===== src/rtl/irq_agg_pkg.sv =====
package irq_agg_pkg;
  localparam int BYTE_W     = 8;
  localparam int NUM_BYTES  = 3;
  localparam int EVT_W      = BYTE_W * NUM_BYTES;
  localparam int NUM_GROUPS = 10;
  localparam int OFF_W      = 4;
  localparam int RESV_BIT   = 7;

  localparam logic [OFF_W-1:0] OFF_STS  = OFF_W'(0);
  localparam logic [OFF_W-1:0] OFF_LMSK = OFF_W'(NUM_BYTES);
  localparam logic [OFF_W-1:0] OFF_SMSK = OFF_W'(2 * NUM_BYTES);

  typedef struct packed {
    logic [NUM_BYTES-1:0] clrSts;
    logic [NUM_BYTES-1:0] wrLine;
    logic [NUM_BYTES-1:0] wrSmsk;
    logic [OFF_W-1:0]     rdOff;
  } dpStrobe_t;

  // Status bits that feed each summary group
  function automatic logic [EVT_W-1:0] groupBits(input int g);
    logic [EVT_W-1:0] m;
    case (g)
      0:       m = EVT_W'(24'h00000F);
      1:       m = EVT_W'(24'h000030);
      2:       m = EVT_W'(24'h000040);
      3:       m = EVT_W'(24'h000700);
      4:       m = EVT_W'(24'h000800);
      5:       m = EVT_W'(24'h001000);
      6:       m = EVT_W'(24'h006000);
      7:       m = EVT_W'(24'h008000);
      8:       m = EVT_W'(24'h0F0000);
      9:       m = EVT_W'(24'hF00000);
      default: m = '0;
    endcase
    return m;
  endfunction
endpackage


===== src/rtl/irq_agg_ctrl.sv =====
module irq_agg_ctrl
  import irq_agg_pkg::*;
(
  input  logic             clk,
  input  logic             rstN,
  input  logic             accValid,
  input  logic             accWrite,
  input  logic             accFirst,
  input  logic [OFF_W-1:0] accAddr,
  output dpStrobe_t        strobe
);
  logic [OFF_W-1:0] ptr;
  logic [OFF_W-1:0] effOff;

  assign effOff = accFirst ? accAddr : ptr;

  // Decode the effective offset into per-byte write strobes
  always_comb begin
    strobe       = '0;
    strobe.rdOff = effOff;
    if (accValid && accWrite) begin
      for (int k = 0; k < NUM_BYTES; k++) begin
        if (effOff == OFF_STS  + OFF_W'(k)) strobe.clrSts[k] = 1'b1;
        if (effOff == OFF_LMSK + OFF_W'(k)) strobe.wrLine[k] = 1'b1;
        if (effOff == OFF_SMSK + OFF_W'(k)) strobe.wrSmsk[k] = 1'b1;
      end
    end
  end

  // Burst pointer: every access advances past its own offset
  always_ff @(posedge clk or negedge rstN) begin
    if (!rstN)         ptr <= '0;
    else if (accValid) ptr <= effOff + OFF_W'(1);
  end
endmodule


===== src/rtl/irq_agg_dp.sv =====
module irq_agg_dp
  import irq_agg_pkg::*;
(
  input  logic                  clk,
  input  logic                  rstN,
  input  dpStrobe_t             strobe,
  input  logic [BYTE_W-1:0]     wdata,
  input  logic [EVT_W-1:0]      evtIn,
  output logic [BYTE_W-1:0]     rdata,
  output logic                  irqOut,
  output logic [NUM_GROUPS-1:0] groupIrq
);
  localparam logic [EVT_W-1:0] RESV_MASK = EVT_W'(1) << RESV_BIT;

  logic [EVT_W-1:0] stat;
  logic [EVT_W-1:0] lineMsk;
  logic [EVT_W-1:0] stsMsk;
  logic [EVT_W-1:0] clrVec;
  logic [EVT_W-1:0] pend;

  for (genvar k = 0; k < NUM_BYTES; k++) begin : g_byte
    assign clrVec[k*BYTE_W +: BYTE_W] = strobe.clrSts[k] ? wdata : '0;

    always_ff @(posedge clk or negedge rstN) begin
      if (!rstN)                lineMsk[k*BYTE_W +: BYTE_W] <= '1;
      else if (strobe.wrLine[k]) lineMsk[k*BYTE_W +: BYTE_W] <= wdata;
    end

    always_ff @(posedge clk or negedge rstN) begin
      if (!rstN)                stsMsk[k*BYTE_W +: BYTE_W] <= '0;
      else if (strobe.wrSmsk[k]) stsMsk[k*BYTE_W +: BYTE_W] <= wdata;
    end
  end

  // Set takes priority over clear; the reserved bit never latches
  always_ff @(posedge clk or negedge rstN) begin
    if (!rstN) stat <= '0;
    else       stat <= ((stat & ~clrVec) | (evtIn & ~stsMsk)) & ~RESV_MASK;
  end

  always_comb begin
    rdata = '0;
    for (int k = 0; k < NUM_BYTES; k++) begin
      if (strobe.rdOff == OFF_STS  + OFF_W'(k)) rdata = stat[k*BYTE_W +: BYTE_W];
      if (strobe.rdOff == OFF_LMSK + OFF_W'(k)) rdata = lineMsk[k*BYTE_W +: BYTE_W];
      if (strobe.rdOff == OFF_SMSK + OFF_W'(k)) rdata = stsMsk[k*BYTE_W +: BYTE_W];
    end
  end

  assign pend   = stat & ~lineMsk;
  assign irqOut = |pend;

  for (genvar g = 0; g < NUM_GROUPS; g++) begin : g_grp
    assign groupIrq[g] = |(pend & groupBits(g));
  end
endmodule


===== src/rtl/irq_group_agg.sv =====
module irq_group_agg
  import irq_agg_pkg::*;
(
  input  logic                  clk,
  input  logic                  rstN,
  input  logic [EVT_W-1:0]      evtIn,
  input  logic                  accValid,
  input  logic                  accWrite,
  input  logic                  accFirst,
  input  logic [OFF_W-1:0]      accAddr,
  input  logic [BYTE_W-1:0]     accWdata,
  output logic [BYTE_W-1:0]     accRdata,
  output logic                  irqOut,
  output logic [NUM_GROUPS-1:0] groupIrq
);
  dpStrobe_t strobe;

  irq_agg_ctrl uCtrl (
    .clk      (clk),
    .rstN     (rstN),
    .accValid (accValid),
    .accWrite (accWrite),
    .accFirst (accFirst),
    .accAddr  (accAddr),
    .strobe   (strobe)
  );

  irq_agg_dp uDp (
    .clk      (clk),
    .rstN     (rstN),
    .strobe   (strobe),
    .wdata    (accWdata),
    .evtIn    (evtIn),
    .rdata    (accRdata),
    .irqOut   (irqOut),
    .groupIrq (groupIrq)
  );
endmodule


===== config.mk =====
export PLATFORM = sky130hd
export DESIGN_NAME = irq_group_agg
export DESIGN_NICKNAME = d
export VERILOG_FILES = /design/src/rtl/irq_agg_pkg.sv /design/src/rtl/irq_agg_ctrl.sv /design/src/rtl/irq_agg_dp.sv /design/src/rtl/irq_group_agg.sv
export SDC_FILE = /design/constraint.sdc
export NUM_CORES = 1
export LEC_CHECK = 0
export BUFFER_PORTS_ARGS = -buffer_cell sky130_fd_sc_hd__buf_2
export CAP_MARGIN = 20
export CORE_ASPECT_RATIO = 0.5
export CORE_MARGIN = 2
export CORE_UTILIZATION = 50
export CTS_CLUSTER_DIAMETER = 150
export CTS_CLUSTER_SIZE = 30
export DETAILED_ROUTE_END_ITERATION = 6
export PLACE_DENSITY = 0.81
export SLEW_MARGIN = 20
export SYNTH_ARGS = -nofsm -noshare
export SYNTH_HDL_FRONTEND = slang
export SYNTH_SLANG_ARGS = --single-unit

===== constraint.sdc =====
create_clock -name clk -period 2.5 [get_ports clk]
set_clock_uncertainty 0.2 [all_clocks]
set_input_delay 0.25 -clock clk [delete_from_list [all_inputs] [get_ports clk]]
set_output_delay 0.25 -clock clk [all_outputs]
set_load 0.02 [all_outputs]

==> results of run 1 <==
## sequential cells by signal, indices dropped and copies added (netlist names)
register     cells
uDp.lineMsk     24
uDp.stat        23
uCtrl.ptr        4
uDp.stsMsk      24
## kinds of logic (layout without fill, tap and decap cells)
| kind of cell | count (synthesis) | in the layout |
|---|---|---|
| buffers and inverters | 76 | 188 |
| XOR/XNOR | 1 | 1 |
| adder cells (fa/ha/maj) | 4 | 4 |
| AO/OA/AOI/OAI | 139 | 139 |
| multiplexers | 54 | 54 |
| AND/OR/NAND/NOR | 101 | 101 |
| flip-flops | 75 | 75 |
## power by group
group / switching [µW] / internal [µW] / leakage [µW]
Sequential: 444 / 1840 / 0.000778
Clock: 552 / 706 / 0.000135
Combinational: 1200 / 1170 / 0.00180
## cells in the final DEF, fill, tap and decap left out, types with 3 or more instances in the layout
master,netlist,routed
nand3_1,17,17
o22ai_2,0,4
a21oi_2,1,4
o22ai_1,11,7
a21o_1,3,3
inv_1,47,45
a221oi_2,1,7
mux2_4,17,17
buf_12,2,7
a21boi_0,9,7
dfstp_2,24,24
o211ai_1,14,14
buf_6,5,6
buf_2,10,49
buf_4,2,37
nand2_1,13,13
mux2i_1,19,17
dlygate4sd3_1,0,24
o2111ai_1,11,9
nor2_1,8,8
mux2_2,18,18
ha_4,0,3
dfrtp_1,51,51
nand3b_1,7,7
nor2b_1,17,17
a22o_1,12,12
nand2b_1,10,9
o21ai_0,18,18
clkbuf_16,0,9
a21oi_1,35,31
a22oi_1,7,7
## worst reg2reg max path, delay by kind of cell (launching register included)
kind / cells / cell delay [ns]
and+or+nand+nor: 3 / 0.61
AOI/OAI and AO/OA: 1 / 0.19
adders and majority gates: 1 / 0.13
muxes: 1 / 0.19
buffers and inverters: 5 / 0.74
DFF: 1 / 0.41
## cells in the mapped netlist (all sizes together), types with 2 or more instances
library cell / instances
and2: 2
nand3: 18
ha: 4
a22o: 12
a21boi: 9
mux2i: 19
buf: 20
o21ai: 19
o2111ai: 11
nor4: 2
and3: 3
nand4b: 2
a221oi: 9
inv: 47
clkbuf: 9
o211ai: 14
o22ai: 11
a21oi: 37
a22oi: 7
o221ai: 2
nor4bb: 2
nand2b: 10
mux2: 35
dfstp: 24
nand2: 14
a21o: 3
dfrtp: 51
nand3b: 8
a31oi: 2
nor3b: 2
nor4b: 2
nor2: 8
or3b: 2
nand4bb: 2
nor2b: 17
## repair_timing
action	4_1_cts	5_1_grt
hold buffers	24	0
pin swaps	22	11
hold endpoints to repair	74	0
resized for setup	41	17
cloned	2	0
setup endpoints to repair	8	24
setup buffers	11	1
## how the worst max path moves through the flow
stage	to	startpoint
2_1_floorplan	accRdata[3]	accFirst
5_1_grt	accRdata[6]	uCtrl.ptr[1]
3_5_place_dp	accRdata[3]	accFirst
6_report	accRdata[4]	uCtrl.ptr[0]
3_3_place_gp	accRdata[3]	accFirst
4_1_cts	accRdata[3]	uCtrl.ptr[1]
## final cells by class
| type | instances | area [µm²] |
|---|---|---|
| clock buffer | 10 | 239 |
| tap | 117 | 146 |
| fill | 595 | 2690 |
| sequential | 75 | 1910 |
| multi-input combinational | 299 | 2590 |
| clock inverter | 6 | 46.3 |
| timing repair buffer | 125 | 1040 |
| inverter | 47 | 176 |
## stage by stage
stage | setup WS [ns] | utilization | total power, µW | hold slack (ns)
6_report | -0.437 | 0.695 | 5910 | 0.0511
5_1_grt | -0.504 | 0.695 | 6170 | 0.0459
2_1_floorplan | 0.00655 | - | 3510 | -0.246
3_3_place_gp | -0.177 | 0.583 | 4070 | 0.247
4_1_cts | -0.375 | 0.684 | 5690 | 0.0403
3_5_place_dp | -0.213 | 0.583 | 4130 | 0.250
## metal layers
layer | global-route usage | wire length, µm | vias up
li1 | - | - | 1860
met1 | 0.405 | 6070 | 2146
met2 | 0.477 | 6880 | 338
met3 | 0.0782 | 1560 | 103
met4 | 0.178 | 834 | 0
met5 | 0 | 0 | -
==> results.json, run 1 <==
{
  "cpPeakStageDelay_ns": 0.41,
  "slowest_stage": "dfrtp_1",
  "port_buffers": 58,
  "initial_core_util": 0.521,
  "yosys.area_share.simple": 0.143,
  "syn_nets": 495,
  "stdcell_area_um2": 6140,
  "ioPinCount": 60,
  "syn_area_per_cell_um2": 10.2,
  "setup_viol": 11,
  "hp-start": "accWdata[5]",
  "setup_ws_ns": -0.437,
  "yosys.area.top_type": "dfrtp_1",
  "synth_area_um2": 4600,
  "netlist_instances": 450,
  "r2r_end": "uDp.stat[17]",
  "dpl-instance-area_um2": 5140,
  "fin_setup_tns_ns": -3.37,
  "drt-total-wl_um": 15300,
  "antenna_found_initial": 0,
  "grt-ovfl-total": 0,
  "core_area_um2": 8830,
  "ant_nets": 0,
  "violations": "negative setup slack",
  "path_cells": "mux2i_4, buf_6, inv_2, ha_4, buf_4, buf_12, nor2b_1, o22ai_1, nand3_1, o211ai_1, buf_4",
  "required_ns": 2.05,
  "synth_edf_count": 0,
  "path_max_fanout": 8,
  "row_count": 24,
  "worstMarginPinSlew_ns": 0.968,
  "hold_depth": 2,
  "final-max-slew-violation-count": 0,
  "vias": 4447,
  "first_pass_iters": 6,
  "reg2reg_from": "uCtrl.ptr[0]",
  "synth_compound_area_frac": 0.207,
  "path_common_cell": "buf_4",
  "grt_max_degree": 76,
  "drc_errors": 0,
  "placedCellCount": 625,
  "peakVddDrop_uv": 437,
  "synth_cell_types": 62,
  "min_period_ns": 2.94,
  "outcome": "finished with violations",
  "synth_top_family_by_area": "compound AO/OA/AOI/OAI gates",
  "reg2reg_setup_slack_ns": -0.08,
  "grt_usage": 0.310,
  "yosysWarnings": 0,
  "die_area_um2": 10000,
  "synth-seq-area-share": 0.414,
  "drv_cap": 0,
  "cts_sinks": 75,
  "hold_path_class": "in2reg",
  "fin_nets": 602,
  "via_per_inst": 6.55,
  "routedWlPerCell_um": 22.6,
  "drt-initial-drc-count": 634,
  "die_w_um": 140,
  "gp_congestion": 0.867,
  "crit_type": "reg2out",
  "hpwl_um": 8860,
  "grt_pass1_vias": 4427,
  "fmax_mhz": 340,
  "synthMuxAreaShare": 0.141,
  "cts_root_buffer": "clkbuf_16",
  "synth-seq-cells": 75,
  "fin_cells": 679,
  "path_buf_inv": 5,
  "synth_top_area_frac": 0.277,
  "min_to": "uDp.lineMsk[21]",
  "cp.depth": 11,
  "grt_first_pass_wirelength_um": 23600,
  "cts-buffers-inserted": 9,
  "crit_path_end_kind": "output pin",
  "crit_family": "buffers and inverters",
  "synthXorXnorAreaFrac": 0.00190,
  "cts_tree": "yes",
  "hold_violations": 0,
  "powerDensity_nw_per_um2": 963,
  "ctsLongestPathBuffers": 2,
  "critPathLaunchType": "flop",
  "rsz0062_at_grt": "yes",
  "clk_pin_slew_worst_paths_ns": 0.06,
  "clk_latency_ns": 0.35,
  "htree_num_levels": 3,
  "drive_gt1_frac": 0.395,
  "diodes": 0,
  "synth-main-ff-cell": "dfrtp_1",
  "synth_async_sr_flop_share": 1.00,
  "leakagePower_uw": 0.00271,
  "synth_area_leaders": "dfrtp_1 28%, dfstp_2 14%, mux2_4 5.5%",
  "maxSlewHeadroom": 0.355,
  "synthAdderAreaFrac": 0.0109,
  "post-route-period-util": 1.17,
  "die_h_um": 71.8,
  "reg2reg_depth": 11,
  "arrival_ns": 2.49,
  "area_delta_synth_final_pct": 33.4
}
No activity file was read; power rests on OpenSTA's default activity.
==> inputs of run 2 (changes only) <==
Settings changed: CORE_UTILIZATION 50 to 30, PLACE_DENSITY 0.81 to 0.57.
==> run 2 against run 1 <==
Against the previous run: the flow still finishes with violations (negative setup slack); count of clock-buffer cells in the layout stayed put; worst hold slack better by 0.0037 ns; global-route usage is 13 points lower; design area is 1.9% higher; sequential power hardly changed; fmax is 2.5% higher; first-iteration DRC count is 51% lower; routed wire length is 8.8% lower; setup slack better by 0.072 ns; critical path depth is 2 lower.
==> results.json, run 2 (synthesis results as in run 1) <==
{
  "outcome": "finished with violations",
  "violations": "negative setup slack",
  "port_buffers": 58,
  "min_period_ns": 2.87,
  "diodes": 0,
  "ctsLongestPathBuffers": 2,
  "die_w_um": 179,
  "via_per_inst": 5.12,
  "hold_path_class": "in2reg",
  "row_count": 31,
  "fin_cells": 769,
  "fin_setup_tns_ns": -2.85,
  "multi_input_area_um2": 2570,
  "grt_max_degree": 47,
  "cts_sinks": 75,
  "crit_start": "uCtrl.ptr[1]",
  "fin_nets": 611,
  "arrival_ns": 2.42,
  "clk_latency_ns": 0.34,
  "routedWlPerCell_um": 18.2,
  "gp_congestion": 0.836,
  "ioPinCount": 60,
  "crit_path_end_kind": "output pin",
  "regArea_um2": 1910,
  "area_delta_synth_final_pct": 35.9,
  "final-max-slew-violation-count": 0,
  "initial_core_util": 0.312,
  "drv_cap": 0,
  "place_ws_ns": -0.281,
  "path_max_fanout": 5,
  "reg2reg_from": "uCtrl.ptr[0]",
  "setup_ws_ns": -0.366,
  "vias": 3936,
  "dpl-instance-area_um2": 5320,
  "peakVddDrop_uv": 353,
  "n_fill_cell": 1440,
  "htree_num_levels": 3,
  "worstMarginPinSlew_ns": 0.587,
  "ant_nets": 0,
  "placedCellCount": 717,
  "post-route-period-util": 1.15,
  "drt-initial-drc-count": 313,
  "hp-start": "accWdata[6]",
  "setup_viol": 8,
  "rsz0062_at_grt": "yes",
  "grt_first_pass_wirelength_um": 22200,
  "antenna_found_initial": 0,
  "core_area_um2": 14700,
  "cts_tree": "yes",
  "die_h_um": 91.6,
  "hpwl_um": 10200,
  "grt-ovfl-total": 0,
  "fmax_mhz": 349,
  "leakagePower_uw": 0.00273,
  "first_pass_iters": 5,
  "final_common_cell": "dfrtp_1",
  "drive_gt1_frac": 0.403,
  "powerDensity_nw_per_um2": 933,
  "stdcell_area_um2": 6250,
  "cts-buffers-inserted": 9,
  "grt_usage": 0.178,
  "clk_pin_slew_worst_paths_ns": 0.06,
  "mostFrequentLayoutCells": "51 x dfrtp_1, 50 x buf_2, 45 x inv_1",
  "cts_root_buffer": "clkbuf_16",
  "maxSlewHeadroom": 0.608,
  "drc_errors": 0,
  "die_area_um2": 16400,
  "required_ns": 2.05,
  "grt_pass1_vias": 4047,
  "crit_type": "reg2out",
  "hold_violations": 0,
  "critPathLaunchType": "flop",
  "largestRegisters": "uDp.lineMsk x24, uDp.stsMsk x24, uDp.stat x23",
  "drt-total-wl_um": 14000
}
run 2: routing by layer:
metal	GRT usage	part of all wire	vias to the layer above
met4	0.0591	0.017	0
met5	0	0	-
met1	0.245	0.48	1974
met2	0.276	0.47	71
met3	0.0377	0.040	14
li1	-	-	1877
run 2: final cells by class:
type,instances,area share
Inverter,47,0.0282
Multi-Input combinational cell,299,0.411
Clock inverter,6,0.0116
Tap cell,198,0.0396
Timing Repair Buffer,134,0.168
Clock buffer,10,0.0366
Sequential cell,75,0.305
run 2: where the power goes:
group          total, µW  internal, µW  leakage [µW]  switching (µW)
clock               1350           788      0.000149             560
combinational       2240          1140       0.00180            1100
sequential          2250          1840      0.000778             413
total               5840          3770       0.00273            2070
run 2: worst max-delay path, cell delays in order, from the launching register on:
cell and delay (ns):
dfrtp_1 0.40, mux2i_4 0.22, inv_2 0.09, ha_4 0.18, nor4b_4 0.14, or2_4 0.33
buf_6 0.15, a221oi_2 0.24, o211ai_1 0.15, buf_4 0.18
run 2: repair_timing:
| item | in CTS | in global routing |
|---|---|---|
| gates resized for setup | 44 | 18 |
| endpoints found under the hold margin | 51 | 0 |
| setup endpoints to repair | 24 | 22 |
| pin swaps | 23 | 10 |
| buffers inserted | 5 | 6 |
| hold buffers | 24 | 0 |
| cloned | 1 | 0 |
run 2: final timing paths:
kind | to | slack (ns) | depth (start not counted)
max | accRdata[2] | -0.37 | 9
min | uDp.lineMsk[22] | 0.05 | 2
max reg2reg | uDp.stat[17] | 0.16 | 9
min reg2reg | uDp.stat[13] | 0.29 | 1
max in group asynchronous | uDp.lineMsk[23] | 1.15 | 3
min in group asynchronous | uDp.stat[2] | 0.25 | 2
run 2: metrics by stage:
stage | hold slack, ns | util | total power, µW
2_1_floorplan | -0.246 | - | 3510
6_report | 0.0548 | 0.424 | 5840
3_5_place_dp | 0.0929 | 0.361 | 4200
5_1_grt | 0.0630 | 0.424 | 6160
4_1_cts | 0.0485 | 0.415 | 5780
3_3_place_gp | 0.0890 | 0.361 | 4160
